## src/rtl/dma_hold_pkg.sv

```systemverilog
// Package dma_hold_pkg
// Shared types and helpers for the address-hold DMA channel.
// Assumes a 64-bit data path, so the access size code tops out at 8 bytes.
package dma_hold_pkg;

    localparam logic [2:0] REG_MODE = 3'd0;
    localparam logic [2:0] REG_STAT = 3'd1;
    localparam logic [2:0] REG_SRC  = 3'd2;
    localparam logic [2:0] REG_DST  = 3'd3;
    localparam logic [2:0] REG_CNT  = 3'd4;

    typedef enum logic [2:0] {
        ST_IDLE  = 3'd0,
        ST_READ  = 3'd1,
        ST_WRITE = 3'd2,
        ST_DONE  = 3'd3,
        ST_ERROR = 3'd4
    } chan_state_t;

    // Mode word bits 12:1, most significant field first.
    typedef struct packed {
        logic       err_ie;
        logic       done_ie;
        logic       start_sel_src;
        logic       single_wr;
        logic [1:0] bw_sz;
        logic [1:0] dst_sz;
        logic [1:0] src_sz;
        logic       hold_dst;
        logic       hold_src;
    } mode_t;

    // Byte count for a size code.
    function automatic logic [3:0] sz_bytes(input logic [1:0] code);
        return 4'd1 << code;
    endfunction

    // Largest size code that fits in 'room' bytes, capped at 'cap'.
    function automatic logic [1:0] fit_code(input logic [1:0] cap, input logic [3:0] room);
        logic [1:0] c;
        if (room >= 4'd8)      c = 2'd3;
        else if (room >= 4'd4) c = 2'd2;
        else if (room >= 4'd2) c = 2'd1;
        else                   c = 2'd0;
        return (c < cap) ? c : cap;
    endfunction

endpackage

```

## src/rtl/dma_hold_regs.sv

```systemverilog
// Module dma_hold_regs
// Configuration registers and start detection.
// Writes to mode/source/destination/count are dropped while busy.
// A start (mode bit 0, or a single-write start) gives a one-cycle
// registered pulse; the status write turns into a one-cycle clear vector.
module dma_hold_regs
    import dma_hold_pkg::*;
#(
    parameter int ADDR_W = 32,
    parameter int CNT_W  = 16
) (
    input  logic              clk,
    input  logic              rst_n,
    input  logic              reg_we,
    input  logic [2:0]        reg_addr,
    input  logic [31:0]       reg_wdata,
    input  logic              busy,
    output mode_t             mode_q,
    output logic [ADDR_W-1:0] src_q,
    output logic [ADDR_W-1:0] dst_q,
    output logic [CNT_W-1:0]  cnt_q,
    output logic              start_p,
    output logic [2:0]        stat_clr
);

    logic cfg_we;
    assign cfg_we = reg_we && !busy;

    // Configuration storage and start pulse generation.
    always_ff @(posedge clk) begin
        if (!rst_n) begin
            mode_q  <= '0;
            src_q   <= '0;
            dst_q   <= '0;
            cnt_q   <= '0;
            start_p <= 1'b0;
        end else begin
            start_p <= 1'b0;
            if (cfg_we) begin
                unique case (reg_addr)
                    REG_MODE: begin
                        mode_q  <= mode_t'(reg_wdata[12:1]);
                        start_p <= reg_wdata[0];
                    end
                    REG_SRC: begin
                        src_q   <= reg_wdata[ADDR_W-1:0];
                        start_p <= mode_q.single_wr && mode_q.start_sel_src;
                    end
                    REG_DST: begin
                        dst_q   <= reg_wdata[ADDR_W-1:0];
                        start_p <= mode_q.single_wr && !mode_q.start_sel_src;
                    end
                    REG_CNT: cnt_q <= reg_wdata[CNT_W-1:0];
                    default: ;
                endcase
            end
        end
    end

    // Write-one-to-clear vector for the status flags.
    always_comb begin
        stat_clr = '0;
        if (reg_we && reg_addr == REG_STAT) stat_clr = reg_wdata[2:0];
    end

    // configuration cannot change while a job runs.
    a_r7_cfg_frozen: assert property (@(posedge clk) disable iff (!rst_n)
        busy |=> ($stable(src_q) && $stable(dst_q) && $stable(cnt_q) && $stable(mode_q)));

endmodule

```

## src/rtl/dma_hold_check.sv

```systemverilog
// Module dma_hold_check
// Start-time programming check, purely combinational.
// Flags a zero count, a held side whose count or address is not a
// multiple of its size, a hold size above the bandwidth size, and
// two held sides with different sizes.
module dma_hold_check
    import dma_hold_pkg::*;
#(
    parameter int ADDR_W = 32,
    parameter int CNT_W  = 16
) (
    input  mode_t             mode,
    input  logic [ADDR_W-1:0] src,
    input  logic [ADDR_W-1:0] dst,
    input  logic [CNT_W-1:0]  cnt,
    output logic              prog_err
);

    logic [1:0] side_bad;

    logic unused_mode;
    assign unused_mode = ^{mode.err_ie, mode.done_ie, mode.start_sel_src, mode.single_wr};

    // One identical rule set per side: 0 = source, 1 = destination.
    for (genvar g = 0; g < 2; g++) begin : g_side
        logic              hold;
        logic [1:0]        sz;
        logic [ADDR_W-1:0] addr;
        logic [3:0]        mask;
        assign hold = (g == 0) ? mode.hold_src : mode.hold_dst;
        assign sz   = (g == 0) ? mode.src_sz   : mode.dst_sz;
        assign addr = (g == 0) ? src           : dst;
        assign mask = sz_bytes(sz) - 4'd1;
        assign side_bad[g] = hold && (((cnt & CNT_W'(mask)) != '0) ||
                                      ((addr & ADDR_W'(mask)) != '0) ||
                                      (sz > mode.bw_sz));
    end

    // Combine the per-side results with the count and size-mismatch rules.
    always_comb begin
        prog_err = (cnt == '0) || (|side_bad) ||
                   (mode.hold_src && mode.hold_dst && (mode.src_sz != mode.dst_sz));
    end

endmodule

```

## src/rtl/dma_hold_engine.sv

```systemverilog
// Module dma_hold_engine
// Transfer state machine: one read, then one write per beat, through a
// single-beat data register. The job settings are latched at start so
// that later register traffic cannot affect a running job.
// Assumes the memory keeps mem_ack low unless a request is pending.
module dma_hold_engine
    import dma_hold_pkg::*;
#(
    parameter int ADDR_W = 32,
    parameter int CNT_W  = 16,
    parameter int DATA_W = 64
) (
    input  logic              clk,
    input  logic              rst_n,
    input  mode_t             mode,
    input  logic [ADDR_W-1:0] src,
    input  logic [ADDR_W-1:0] dst,
    input  logic [CNT_W-1:0]  cnt,
    input  logic              start_p,
    input  logic              prog_err,
    output logic              mem_req,
    output logic              mem_we,
    output logic [ADDR_W-1:0] mem_addr,
    output logic [1:0]        mem_size,
    output logic [DATA_W-1:0] mem_wdata,
    input  logic [DATA_W-1:0] mem_rdata,
    input  logic              mem_ack,
    input  logic              mem_err,
    output logic              busy,
    output logic              done_p,
    output logic              perr_p,
    output logic              xerr_p
);

    chan_state_t       state;
    logic              hs_q, hd_q, prog_kind;
    logic [1:0]        ssz_q, dsz_q, bw_q, beat_q, beat_rd;
    logic [ADDR_W-1:0] src_base_q, dst_base_q, cur_src, cur_dst, step_a;
    logic [CNT_W-1:0]  remain, beat_bytes;
    logic [3:0]        room;
    logic [DATA_W-1:0] data_q;

    logic unused_mode;
    assign unused_mode = ^{mode.err_ie, mode.done_ie, mode.start_sel_src, mode.single_wr};

    // Size of the next read: a held side's size, else the fitted size.
    always_comb begin
        room = (remain >= CNT_W'(8)) ? 4'd8 : remain[3:0];
        if (hs_q)      beat_rd = ssz_q;
        else if (hd_q) beat_rd = dsz_q;
        else           beat_rd = fit_code(bw_q, room);
        beat_bytes = CNT_W'(sz_bytes(beat_q));
        step_a     = ADDR_W'(sz_bytes(beat_q));
    end

    // Memory port outputs follow the state.
    always_comb begin
        mem_req   = (state == ST_READ) || (state == ST_WRITE);
        mem_we    = (state == ST_WRITE);
        mem_addr  = (state == ST_WRITE) ? cur_dst : cur_src;
        mem_size  = (state == ST_WRITE) ? beat_q : beat_rd;
        mem_wdata = data_q;
        busy      = (state != ST_IDLE);
        done_p    = (state == ST_DONE);
        perr_p    = (state == ST_ERROR) && prog_kind;
        xerr_p    = (state == ST_ERROR) && !prog_kind;
    end

    // Channel state machine with address and count tracking.
    always_ff @(posedge clk) begin
        if (!rst_n) begin
            state      <= ST_IDLE;
            hs_q       <= 1'b0;
            hd_q       <= 1'b0;
            prog_kind  <= 1'b0;
            ssz_q      <= '0;
            dsz_q      <= '0;
            bw_q       <= '0;
            beat_q     <= '0;
            src_base_q <= '0;
            dst_base_q <= '0;
            cur_src    <= '0;
            cur_dst    <= '0;
            remain     <= '0;
            data_q     <= '0;
        end else begin
            unique case (state)
                ST_IDLE: if (start_p) begin
                    hs_q       <= mode.hold_src;
                    hd_q       <= mode.hold_dst;
                    ssz_q      <= mode.src_sz;
                    dsz_q      <= mode.dst_sz;
                    bw_q       <= mode.bw_sz;
                    src_base_q <= src;
                    dst_base_q <= dst;
                    cur_src    <= src;
                    cur_dst    <= dst;
                    remain     <= cnt;
                    prog_kind  <= prog_err;
                    state      <= prog_err ? ST_ERROR : ST_READ;
                end
                ST_READ: if (mem_ack) begin
                    if (mem_err) begin
                        state <= ST_ERROR;
                    end else begin
                        data_q <= mem_rdata;
                        beat_q <= beat_rd;
                        state  <= ST_WRITE;
                    end
                end
                ST_WRITE: if (mem_ack) begin
                    if (mem_err) begin
                        state <= ST_ERROR;
                    end else begin
                        if (!hs_q) cur_src <= cur_src + step_a;
                        if (!hd_q) cur_dst <= cur_dst + step_a;
                        remain <= remain - beat_bytes;
                        state  <= (remain == beat_bytes) ? ST_DONE : ST_READ;
                    end
                end
                ST_DONE:  state <= ST_IDLE;
                ST_ERROR: state <= ST_IDLE;
                default:  state <= ST_IDLE;
            endcase
        end
    end

    // request fields hold until acknowledged.
    a_r12_req_steady: assert property (@(posedge clk) disable iff (!rst_n)
        (mem_req && !mem_ack) |=> (mem_req && $stable(mem_we) && $stable(mem_addr)));

    // held source reads stay on the programmed address and size.
    a_r3_src_fixed: assert property (@(posedge clk) disable iff (!rst_n)
        (mem_req && !mem_we && hs_q) |-> (mem_addr == src_base_q && mem_size == ssz_q));

    // held destination writes stay on the programmed address and size.
    a_r4_dst_fixed: assert property (@(posedge clk) disable iff (!rst_n)
        (mem_req && mem_we && hd_q) |-> (mem_addr == dst_base_q && mem_size == dsz_q));

    // a read never asks for more than the bytes still owed.
    a_r2_no_overrun: assert property (@(posedge clk) disable iff (!rst_n)
        (mem_req && !mem_we) |-> (CNT_W'(sz_bytes(mem_size)) <= remain));

    // a rejected start issues no request on the following cycle.
    a_r5_no_req_on_reject: assert property (@(posedge clk) disable iff (!rst_n)
        (state == ST_IDLE && start_p && prog_err) |=> !mem_req);

endmodule

```

## src/rtl/dma_hold_irq.sv

```systemverilog
// Module dma_hold_irq
// Sticky status flags with write-one-to-clear, and the interrupt line.
// A flag that is set and cleared in the same cycle stays set.
module dma_hold_irq (
    input  logic       clk,
    input  logic       rst_n,
    input  logic       done_p,
    input  logic       perr_p,
    input  logic       xerr_p,
    input  logic [2:0] clr,
    input  logic       done_ie,
    input  logic       err_ie,
    output logic [2:0] flags_q,
    output logic       irq
);

    // Flag bits: 0 done, 1 programming error, 2 transfer error.
    always_ff @(posedge clk) begin
        if (!rst_n) flags_q <= '0;
        else        flags_q <= {xerr_p, perr_p, done_p} | (flags_q & ~clr);
    end

    // Interrupt is any flag whose enable is set.
    always_comb irq = (flags_q[0] && done_ie) || ((flags_q[1] || flags_q[2]) && err_ie);

    // completion always leaves the done flag set.
    a_r9_done_sets: assert property (@(posedge clk) disable iff (!rst_n)
        done_p |=> flags_q[0]);

    // a flag only drops after a clear.
    a_r11_sticky: assert property (@(posedge clk) disable iff (!rst_n)
        (flags_q[1] && !clr[1]) |=> flags_q[1]);

endmodule

```

## src/rtl/dma_hold_chan.sv

```systemverilog
// Module dma_hold_chan (top)
// Single-channel DMA with independent source/destination address hold.
// It connects the register block, the start-time check, the transfer
// engine and the status/interrupt block.
// Assumes reg_wdata is wide enough for ADDR_W and CNT_W (both at most 32),
// and CNT_W of at least 4.
module dma_hold_chan
    import dma_hold_pkg::*;
#(
    parameter int ADDR_W = 32,
    parameter int CNT_W  = 16
) (
    input  logic              clk,
    input  logic              rst_n,
    input  logic              reg_we,
    input  logic [2:0]        reg_addr,
    input  logic [31:0]       reg_wdata,
    output logic              mem_req,
    output logic              mem_we,
    output logic [ADDR_W-1:0] mem_addr,
    output logic [1:0]        mem_size,
    output logic [63:0]       mem_wdata,
    input  logic [63:0]       mem_rdata,
    input  logic              mem_ack,
    input  logic              mem_err,
    output logic              busy,
    output logic              stat_done,
    output logic              stat_perr,
    output logic              stat_xerr,
    output logic              irq
);

    localparam int DATA_W = 64;

    mode_t             mode_q;
    logic [ADDR_W-1:0] src_q, dst_q;
    logic [CNT_W-1:0]  cnt_q;
    logic              start_p, prog_err, done_p, perr_p, xerr_p;
    logic [2:0]        stat_clr, flags;

    dma_hold_regs #(.ADDR_W(ADDR_W), .CNT_W(CNT_W)) u_regs (
        .clk(clk), .rst_n(rst_n), .reg_we(reg_we), .reg_addr(reg_addr),
        .reg_wdata(reg_wdata), .busy(busy), .mode_q(mode_q), .src_q(src_q),
        .dst_q(dst_q), .cnt_q(cnt_q), .start_p(start_p), .stat_clr(stat_clr)
    );

    dma_hold_check #(.ADDR_W(ADDR_W), .CNT_W(CNT_W)) u_check (
        .mode(mode_q), .src(src_q), .dst(dst_q), .cnt(cnt_q), .prog_err(prog_err)
    );

    dma_hold_engine #(.ADDR_W(ADDR_W), .CNT_W(CNT_W), .DATA_W(DATA_W)) u_engine (
        .clk(clk), .rst_n(rst_n), .mode(mode_q), .src(src_q), .dst(dst_q),
        .cnt(cnt_q), .start_p(start_p), .prog_err(prog_err),
        .mem_req(mem_req), .mem_we(mem_we), .mem_addr(mem_addr),
        .mem_size(mem_size), .mem_wdata(mem_wdata), .mem_rdata(mem_rdata),
        .mem_ack(mem_ack), .mem_err(mem_err), .busy(busy),
        .done_p(done_p), .perr_p(perr_p), .xerr_p(xerr_p)
    );

    dma_hold_irq u_irq (
        .clk(clk), .rst_n(rst_n), .done_p(done_p), .perr_p(perr_p),
        .xerr_p(xerr_p), .clr(stat_clr), .done_ie(mode_q.done_ie),
        .err_ie(mode_q.err_ie), .flags_q(flags), .irq(irq)
    );

    assign stat_done = flags[0];
    assign stat_perr = flags[1];
    assign stat_xerr = flags[2];

    // an error flag never appears together with a fresh done flag.
    a_r10_err_no_done: assert property (@(posedge clk) disable iff (!rst_n)
        xerr_p |-> !done_p);

endmodule

```

## config.mk

```make
export PLATFORM = sky130hd
export DESIGN_NAME = dma_hold_chan
export DESIGN_NICKNAME = d
export VERILOG_FILES = /design/src/rtl/dma_hold_pkg.sv /design/src/rtl/dma_hold_regs.sv /design/src/rtl/dma_hold_check.sv /design/src/rtl/dma_hold_engine.sv /design/src/rtl/dma_hold_irq.sv /design/src/rtl/dma_hold_chan.sv
export SDC_FILE = /design/constraint.sdc
export NUM_CORES = 1
export LEC_CHECK = 0
export ABC_AREA = 1
export BUFFER_PORTS_ARGS = -buffer_cell sky130_fd_sc_hd__buf_4
export CAP_MARGIN = 20
export CORE_ASPECT_RATIO = 1.4
export CORE_MARGIN = 1
export CORE_UTILIZATION = 48
export CTS_CLUSTER_DIAMETER = 200
export CTS_CLUSTER_SIZE = 12
export DETAILED_ROUTE_END_ITERATION = 16
export GPL_ROUTABILITY_DRIVEN = 0
export GPL_TIMING_DRIVEN = 0
export HOLD_SLACK_MARGIN = 0.1
export PLACE_DENSITY = 0.69
export SETUP_SLACK_MARGIN = 0.3
export SLEW_MARGIN = 20
export SYNTH_ARGS = -nofsm -noshare
export SYNTH_HDL_FRONTEND = slang
export SYNTH_HIERARCHICAL = 1
export SYNTH_SLANG_ARGS = --single-unit
```

## constraint.sdc

```tcl
create_clock -name clk -period 3 [get_ports clk]
set_input_delay 0.45 -clock clk [delete_from_list [all_inputs] [get_ports clk]]
set_output_delay 0.45 -clock clk [all_outputs]
set_load 0.03 [all_outputs]
```

# Word level (Yosys, flattened, before mapping)
# Cells that the tools add are included.
[classes]
n_addsub = 5
order_cmp = 7
eq_ne = 16
shifts = 3
muxes = 35
n_bitwise = 8
n_reduce_logical = 45
[op_table]
columns = ["cell", "count"]
rows = [
  ["2-to-1 mux 32 bit", 9],
  ["case mux 32 bit (2 select lines)", 2],
  ["adder 32 x 4 -> 32 bit", 2],
  ["bitwise AND 32 x 4 -> 32 bit", 2],
  ["nonzero test 32 bit", 2],
  ["2-to-1 mux 16 bit", 3],
  ["bitwise AND 16 x 4 -> 16 bit", 2],
  ["case mux 16 bit (2 select lines)", 1],
  ["nonzero test 16 bit", 2],
  ["2-to-1 mux 3 bit", 7],
  ["2-to-1 mux 2 bit", 9],
  ["equality test 16 x 4 -> 1 bit", 1],
  [">= comparator 16 x 4 -> 1 bit (second input constant)", 1],
  ["zero test 16 bit", 1],
  ["subtractor 16 x 4 -> 16 bit", 1],
  ["equality test 3 x 2 -> 1 bit (second input constant)", 4],
  ["logical AND 1 bit", 12],
  ["AND reduction 2 bit", 6],
  ["<< shifter 1 x 2 -> 4 bit (first input constant)", 3],
  ["!= test 2 bit (second input constant)", 5],
  ["AND reduction 5 bit", 2],
  ["logical OR 1 bit", 9],
  ["case mux 3 bit (3 select lines)", 1],
  ["subtractor 4 x 1 -> 4 bit (second input constant)", 2],
  ["23 further kinds", 30],
]
[totals]
regBits = 254
input_bits = 104
out_inout_bits = 105
word_cells = 145

# Longest topological paths before layout
# Gate-level depths: netlist of run 1.
[depth]
depth_word = 13
depth_mapped = 15
depth_no_buf = 15

# Cells and area by module
# Netlist of run 1, hierarchy kept.
[by_module_without_submodules]
columns = ["module", "instances", "cells_each", "area_each_um2"]
rows = [
  ["dma_hold_engine", 1, 1544, 9414.0],
  ["dma_hold_regs", 1, 563, 3867.5],
  ["dma_hold_check", 1, 57, 272.8],
  ["dma_hold_irq", 1, 19, 125.1],
]

# Worst setup path before layout of run 1
# Ideal clock, no wire load.
[synth_path]
kind = "register to output"
from = "register u_engine.remain[8]"
to = "output port mem_size[0]"
t_arrival_ps = 2472
required_ps = 2550
path_slack_ps = 78
path_stages_with_launch = 12
cell_sequence = "dfxtp_1 > nor2_1 > nand2_1 > nor2_1 > nand3b_1 > or2_2 > ha_1 > nor2_1 > o21ai_0 > o21ai_0 > nand2_1 > o21ai_0"
[synth_via]
elab_chain_cells = 13
word_cells_on_any_way = 15
[synth_lines]
columns = ["element", "line", "source"]
rows = [
  ["from (decl)", "dma_hold_engine.sv:39", "logic [CNT_W-1:0] remain, beat_bytes;"],
  ["from (signal assigned)", "dma_hold_engine.sv:98", "remain <= cnt;"],
  ["from (signal assigned)", "dma_hold_engine.sv:117", "remain <= remain - beat_bytes;"],
  [">= comparator 16 x 4 -> 1 bit (*)", "dma_hold_engine.sv:48", "room = (remain >= CNT_W'(8)) ? 4'd8 : remain[3:0];"],
  ["2-to-1 mux 4 bit (*)", "dma_hold_engine.sv:48", ""],
  [">= comparator 4 x 2 -> 1 bit", "dma_hold_pkg.sv:43", "else if (room >= 4'd2) c = 2'd1;"],
  ["2-to-1 mux 1 bit", "dma_hold_pkg.sv:43", ""],
  ["2-to-1 mux 2 bit", "dma_hold_pkg.sv:42", "else if (room >= 4'd4) c = 2'd2;"],
  ["2-to-1 mux 2 bit (*)", "dma_hold_pkg.sv:41", "if (room >= 4'd8) c = 2'd3;"],
  ["2-to-1 mux 2 bit (*)", "dma_hold_engine.sv:50", "else if (hd_q) beat_rd = dsz_q;"],
  ["2-to-1 mux 2 bit (*)", "dma_hold_engine.sv:49", "if (hs_q) beat_rd = ssz_q;"],
  ["< comparator 2 bit", "dma_hold_pkg.sv:45", "return (c < cap) ? c : cap;"],
  ["2-to-1 mux 2 bit (*)", "dma_hold_pkg.sv:45", ""],
  ["2-to-1 mux 2 bit (*)", "dma_hold_engine.sv:50", ""],
  ["2-to-1 mux 2 bit (*)", "dma_hold_engine.sv:49", ""],
  ["2-to-1 mux 2 bit (*)", "dma_hold_engine.sv:61", "mem_size = (state == ST_WRITE) ? beat_q : beat_rd;"],
  ["to (decl)", "dma_hold_chan.sv:21", "output logic [1:0] mem_size,"],
]
# Every way passes the cells marked *; elsewhere a longest branch is shown, timed or not. The select of a mux whose other input is x is not followed.

# Worst setup path after layout of run 1
[layout_path]
from = "register u_engine.remain[6]"
to = "output port mem_size[0]"
# The elaborated chain is that of the path after synthesis.

==> run summary, run 1 <==
status: finished, final reports clean
Final Hold Fails: 0
Period minus WS final: 2.97 ns
Crit path top cell by count: nor2_4
post-synthesis simple-gate area fraction: 0.381
Num CTS Buffers: 25
vias: 16081
DRC errors left: 0
Clk Tree Root Cell: clkbuf_16
Core Region: 27800 sq um
Num Clock Sinks: 254
CTS max path bufs: 3
CTS tree: yes
H-tree Lvls: 1
Avg WL per Cell: 19.5 um
met1 wire length: 19.6 mm
Die H: 202 um
final worst clock skew: 0.0130 ns
clk_lat worst skew: 0.55 ns
worst path cell trace: nor2_4 > nand2_4 > nor2_4 > nand3b_1 > or2_4 > ha_4 > nor2_4 > o21ai_2 > o21ai_1 > nand2_1 > o21ai_1 > buf_4
setup violators final: 0
Final Net Count: 2586
antenna viol nets, final: 0
DR WL met3: 5.56 mm
GRT overflow: 0
vias in the first global route: 15177
kind of critical path: reg2out
power consumption: 7.06 mW
main combinational cell family by area after synthesis: simple AND/OR/NAND/NOR gates
syn nets: 2308
Tcrit/Tclk final: 0.988
DR WL met2: 24.6 mm
DIE WIDTH: 145 um
largest area contributor in the netlist: dfxtp_1
family with the most delay on the worst path: simple AND/OR/NAND/NOR gates
post-DP HPWL: 39.8 mm
mean number of vias per cell: 5.68
Initial Util: 0.491
yosys warns: 6
Cells after Synth: 2183
CP Launch Type: flop
max_slew headroom: 0.395
Pins Over Slew Limit: 0
CP max stage delay: 0.37 ns
hold path start: mem_rdata[2]
global-route wire length before repair: 83.5 mm
Synth Flop Type: dfxtp_1
Synth-to-Final Area Change: 23.7%
I/O pins: 209
Finished Cell Area: 16900 sq um
number of synthesized flops with an enable pin: 0
largest net degree at the start of global routing: 14
achievable frequency: 337 MHz
critical path arrival: 2.52 ns
synthesized area per cell: 6.27 sq um
worst hold slack: 0.125 ns
I/O Buffers: 207
Clock transition at path regs: 0.07 ns
Total GRT Usage: 0.380
Initial DRC Count: 1552
share of cells above drive strength 1: 0.172
Async SR Flop Fraction: 0
XOR/XNOR Fraction of Synth Area: 0.00128
max-cap violation count: 0
Post-DP Area: 15700 sq um
antenna violations before repair: 4
DRT Pass-1 Iters: 9
Slowest-stage cell, CP: dfxtp_4
Slew @ Worst Pin: 0.907 ns
Crit path required time: 2.55 ns
post-synth top area share: 0.372
Seq/Total Area, Yosys: 0.372
Hold Crit Class: in2reg
Post-Synth Adder-Cell Area: 0.0209
Syn Std Cell Area: 13700 sq um
Synth Area in Compound Gates: 0.136
# rows: 72
synth unique cells: 43
Post-Route WL: 55.1 mm
worst-path fanout max: 5
Top Metal Used: met5
mux cell area share after synthesis: 0
Leakage Power: 7.34 nW
worst flop-to-flop path startpoint: u_engine/remain[6]
synth top area cells: dfxtp_1 37%, nor2_1 14%, nand2_1 13%, nand3_1 6.3%, a21oi_1 5.1%
RSZ-0062 raised after global routing: true
CP Capture Type: output port
Peak VDD IR: 0.430 mV
DIE AREA: 29200 sq um
P per Cell Area: 417 nW/um^2
CP startpoint: u_engine/remain[6]
Seq cells post-synth: 254
WP buf/inv: 1
==> sequential cells by signal, indices dropped and copies added, names as in the netlist <==
signal,flops
u_engine/mem_wdata,64
u_engine/cur_dst,32
u_engine/cur_src,32
u_regs/dst_q,32
u_regs/src_q,32
u_engine/remain,16
u_regs/cnt_q,16
u_regs/mode_q,12
u_engine/state,3
u_irq/flags_q,3
u_engine/beat_q,2
u_engine/bw_q,2
u_engine/dsz_q,2
u_engine/ssz_q,2
u_engine/hd_q,1
u_engine/hs_q,1
u_engine/prog_kind,1
u_regs/start_p,1
==> logic make-up (layout without fill, tap and decap cells) <==
| kind of cell | Yosys count | count (layout) |
|---|---|---|
| other cells | 0 | 1 |
| buf+inv | 291 | 568 |
| flops | 254 | 254 |
| xor+xnor | 2 | 2 |
| compound gates | 350 | 350 |
| fa+ha+maj | 21 | 21 |
| simple gates | 1265 | 1266 |
==> metal layers <==
layer / up-vias / GRT usage
li1: 7580 / -
met1: 7233 / 0.427
met2: 963 / 0.605
met3: 299 / 0.0914
met4: 6 / 0.305
met5: - / 0
==> stage by stage <==
stage / cells / setup slack, ns / setup TNS [ns] / util
floorplan: 2183 / 0.305 / 0 / -
global placement: 2760 / 0.237 / 0 / 0.564
detailed placement: 2760 / 0.223 / 0 / 0.564
CTS: 2819 / 0.0534 / 0 / 0.600
global route: 2831 / -0.0804 / -0.126 / 0.608
finish: 2832 / 0.0349 / 0 / 0.608
==> Yosys cell counts (3+ instances only) <==
cell type,count
nand4_1,43
dfxtp_1,254
a21oi_1,139
ha_1,18
fa_1,3
buf_4,8
clkbuf_1,40
nor4_1,3
or2_1,4
o21ai_0,137
nand3b_1,4
a211oi_1,11
nand2_1,491
nor2_2,12
o21ai_1,25
a31oi_1,15
o211ai_1,7
buf_2,55
o21bai_1,4
buf_1,6
nand3_1,172
inv_1,161
nor2_1,508
nor3_1,13
inv_2,16
nor2_4,3
or2_2,6
==> worst min-delay path, delay by kind of cell <==
| kind | cells | cell delay (ns) |
|---|---|---|
| buf+inv | 1 | 0.08 |
| simple gates | 2 | 0.11 |
==> report_power, final <==
group / internal (mW) / leakage [nW] / total [mW] / switching, mW
logic: 0.260 / 4.96 / 0.681 / 0.421
clock network: 1.49 / 0.324 / 2.86 / 1.37
registers: 3.43 / 2.06 / 3.52 / 0.0868
==> worst paths after layout <==
check,end,slack (ns),depth (start not counted)
setup / recovery,mem_size[0],0.03,12
hold / removal,u_engine/mem_wdata[2],0.12,3
setup reg to reg,u_engine/beat_q[0],0.07,21
hold reg to reg,u_engine/ssz_q[0],0.47,2
==> layout by cell type (no fill, tap or decap), types with 14 or more instances in the layout <==
| master | n |
|---|---|
| buf_6 | 14 |
| a21oi_1 | 134 |
| clkbuf_16 | 25 |
| ha_1 | 16 |
| buf_4 | 254 |
| dfxtp_1 | 244 |
| inv_2 | 16 |
| o21ai_0 | 126 |
| a31oi_1 | 15 |
| nor2_1 | 499 |
| nand4_1 | 43 |
| buf_2 | 45 |
| nand3_1 | 172 |
| inv_1 | 161 |
| o21ai_1 | 31 |
| nand2_1 | 489 |
| clkbuf_1 | 40 |
==> area by class of cell <==
type | count | area [sq um]
repair buffers | 250 | 1900
diodes | 1 | 2.50
clock inverters | 2 | 31.3
fillers | 2719 | 10900
multi-input cells | 1639 | 7530
plain buffers | 111 | 579
flip-flops and latches | 254 | 5110
well taps | 370 | 463
inverters | 180 | 681
clock buffers | 25 | 626
==> repair_timing <==
| item | 4_1_cts | 5_1_grt |
|---|---|---|
| gates resized for setup | 42 | 43 |
| cloned | 0 | 1 |
| endpoints found under the setup margin | 33 | 42 |
| pin swaps | 10 | 16 |
| buffers inserted | 32 | 11 |
| endpoints found under the hold margin | 0 | 0 |
| hold buffers | 0 | 0 |
Note: power is estimated with default switching activity, not from simulation.
==> run 2: changes to the inputs <==
Clock period 3 ns to 3.6 ns, I/O delays scaled along.
==> run 2 against run 1 <==
- total power shrank 17%
- routed wire length shrank 4.3%
- critical path depth is the same
- global-route usage shrank 1.9 points
- clock-buffer cell count is the same
- utilization shrank 1.7 points
- flip-flop and latch count is the same
- clock skew grew 0.0059 ns
- clock power shrank 18%
- sequential power shrank 17%
- critical path type unchanged
==> run summary, run 2 (synthesis gave the netlist of run 1 again) <==
Peak VDD IR: 0.343 mV (-20%)
DIE WIDTH: 145 um (unchanged)
Synth-to-Final Area Change: 20.3%
mean number of vias per cell: 5.58 (-1.7%)
setup violators final: 0 (unchanged)
GRT overflow: 0 (unchanged)
RSZ-0062 raised after global routing: false
antenna violations before repair: 1 (-3)
Hold-fix buffers, CTS: 0 (unchanged)
Initial DRC Count: 1481 (-4.6%)
CTS max path bufs: 3 (unchanged)
commonest non-fill, non-tap cell in the layout: nor2_1
worst hold slack: 0.215 ns (+0.0903 ns)
Leakage Power: 7.13 nW (-2.9%)
post-DP HPWL: 40.3 mm (+1.1%)
Core Region: 27800 sq um (unchanged)
CTS tree: yes
Crit path required time: 3.06 ns (+0.51 ns)
CP Launch Type: flop
max_slew headroom: 0.331 (-0.0638)
kind of critical path: reg2out
largest net degree at the start of global routing: 14 (unchanged)
Clock transition at path regs: 0.06 ns (about the same)
Hold Crit Class: in2reg
max-cap violation count: 0 (unchanged)
Period minus WS final: 3.15 ns
Avg WL per Cell: 18.9 um (-3.1%)
CP Capture Type: output port
Pins Over Slew Limit: 0 (unchanged)
global-route wire length before repair: 79.7 mm (-4.5%)
DRC errors left: 0 (unchanged)
Clk Tree Root Cell: clkbuf_16
I/O Buffers: 207 (unchanged)
Total GRT Usage: 0.361 (-0.0187)
worst-path fanout max: 5 (unchanged)
share of cells above drive strength 1: 0.152 (-0.0205)
power consumption: 5.83 mW (-17%)
Post-Route WL: 52.7 mm (-4.3%)
TNS Setup: 0 ns (unchanged)
vias in the first global route: 14902 (-1.8%)
Initial Util: 0.491 (unchanged)
Die H: 202 um (unchanged)
I/O pins: 209 (unchanged)
number of flip-flops in the largest register: 64 (unchanged)
Num CTS Buffers: 25 (unchanged)
most frequent cells in the layout: 502 x nor2_1, 489 x nand2_1, 247 x dfxtp_1
Final Net Count: 2550 (-1.4%)
DIE AREA: 29200 sq um (unchanged)
fillers: 2790 (+2.6%)
status: finished, final reports clean
clk_lat worst skew: 0.55 ns (about the same)
H-tree Lvls: 1 (unchanged)
# rows: 72 (unchanged)
ant diodes: 0 (-1)
antenna viol nets, final: 0 (unchanged)
achievable frequency: 317 MHz
P per Cell Area: 354 nW/um^2 (-15%)
Slew @ Worst Pin: 1.00 ns (+0.0956 ns)
final worst clock skew: 0.0189 ns (+0.00592 ns)
Num Clock Sinks: 254 (unchanged)
vias: 15600 (-3.0%)
Final Hold Fails: 0 (unchanged)
Tcrit/Tclk final: 0.876
DRT Pass-1 Iters: 8 (-1)
critical path arrival: 2.61 ns (+0.09 ns)
run 2: what timing repair did:
action                                  CTS  global route
endpoints found under the setup margin    1             1
buffers inserted                          3             5
pin swaps                                 4             8
resized for setup                         5            18
run 2: through the flow:
stage / std cells / worst slack [ns] / utilization / instance area (sq um)
after global routing: 2795 / 0.222 / 0.591 / 16500
after global placement: 2760 / 0.725 / 0.564 / 15700
final: 2795 / 0.447 / 0.591 / 16500
after CTS: 2790 / 0.307 / 0.589 / 16400
after detailed placement: 2760 / 0.656 / 0.564 / 15700
after floorplan: 2183 / 0.588 / - / 13700
run 2: worst paths after layout:
| path | start | endpoint | slack (ns) | cells past startpoint |
|---|---|---|---|---|
| max | u_engine/remain[9] | mem_size[0] | 0.45 | 12 |
| min | mem_rdata[40] | u_engine/mem_wdata[40] | 0.22 | 3 |
| max reg2reg | u_engine/beat_q[0] | u_engine/cur_dst[26] | 0.89 | 14 |
| min reg2reg | u_engine/ssz_q[0] | u_engine/ssz_q[0] | 0.46 | 2 |
run 2: report_power, final:
| group | internal (mW) | leakage [nW] | total (mW) | switching [mW] |
|---|---|---|---|---|
| Combinational | 0.206 | 4.75 | 0.547 | 0.342 |
| Sequential | 2.86 | 2.06 | 2.93 | 0.0678 |
| Clock | 1.24 | 0.324 | 2.35 | 1.11 |
| Total | 4.31 | 7.13 | 5.83 | 1.52 |
run 2: cell type report:
cell class                      count  area (sq um)  share of cell area
Multi-Input combinational cell   1638          7420               0.451
Sequential cell                   254          5100               0.310
Timing Repair Buffer              215          1610              0.0980
Inverter                          180           681              0.0413
Clock buffer                       25           626              0.0380
Buffer                            111           531              0.0322
Tap cell                          370           463              0.0281
Clock inverter                      2          31.3             0.00190
run 2: layer usage:
metal | up-vias | GRT usage | share of wire
li1 | 7501 | - | -
met1 | 7032 | 0.386 | 0.36
met2 | 822 | 0.594 | 0.46
met3 | 243 | 0.0754 | 0.088
met4 | 2 | 0.317 | 0.099
met5 | - | 0 | 0.00025
run 2: critical path, cell delays in order, from the launching register on:
cell,delay (ns)
dfxtp_2,0.35
nor2_2,0.18
nand2_2,0.10
nor2_4,0.12
nand3b_1,0.10
or2_4,0.24
ha_1,0.27
nor2_1,0.09
o21ai_0,0.08
o21ai_1,0.12
nand2_1,0.09
o21ai_1,0.14
buf_4,0.18
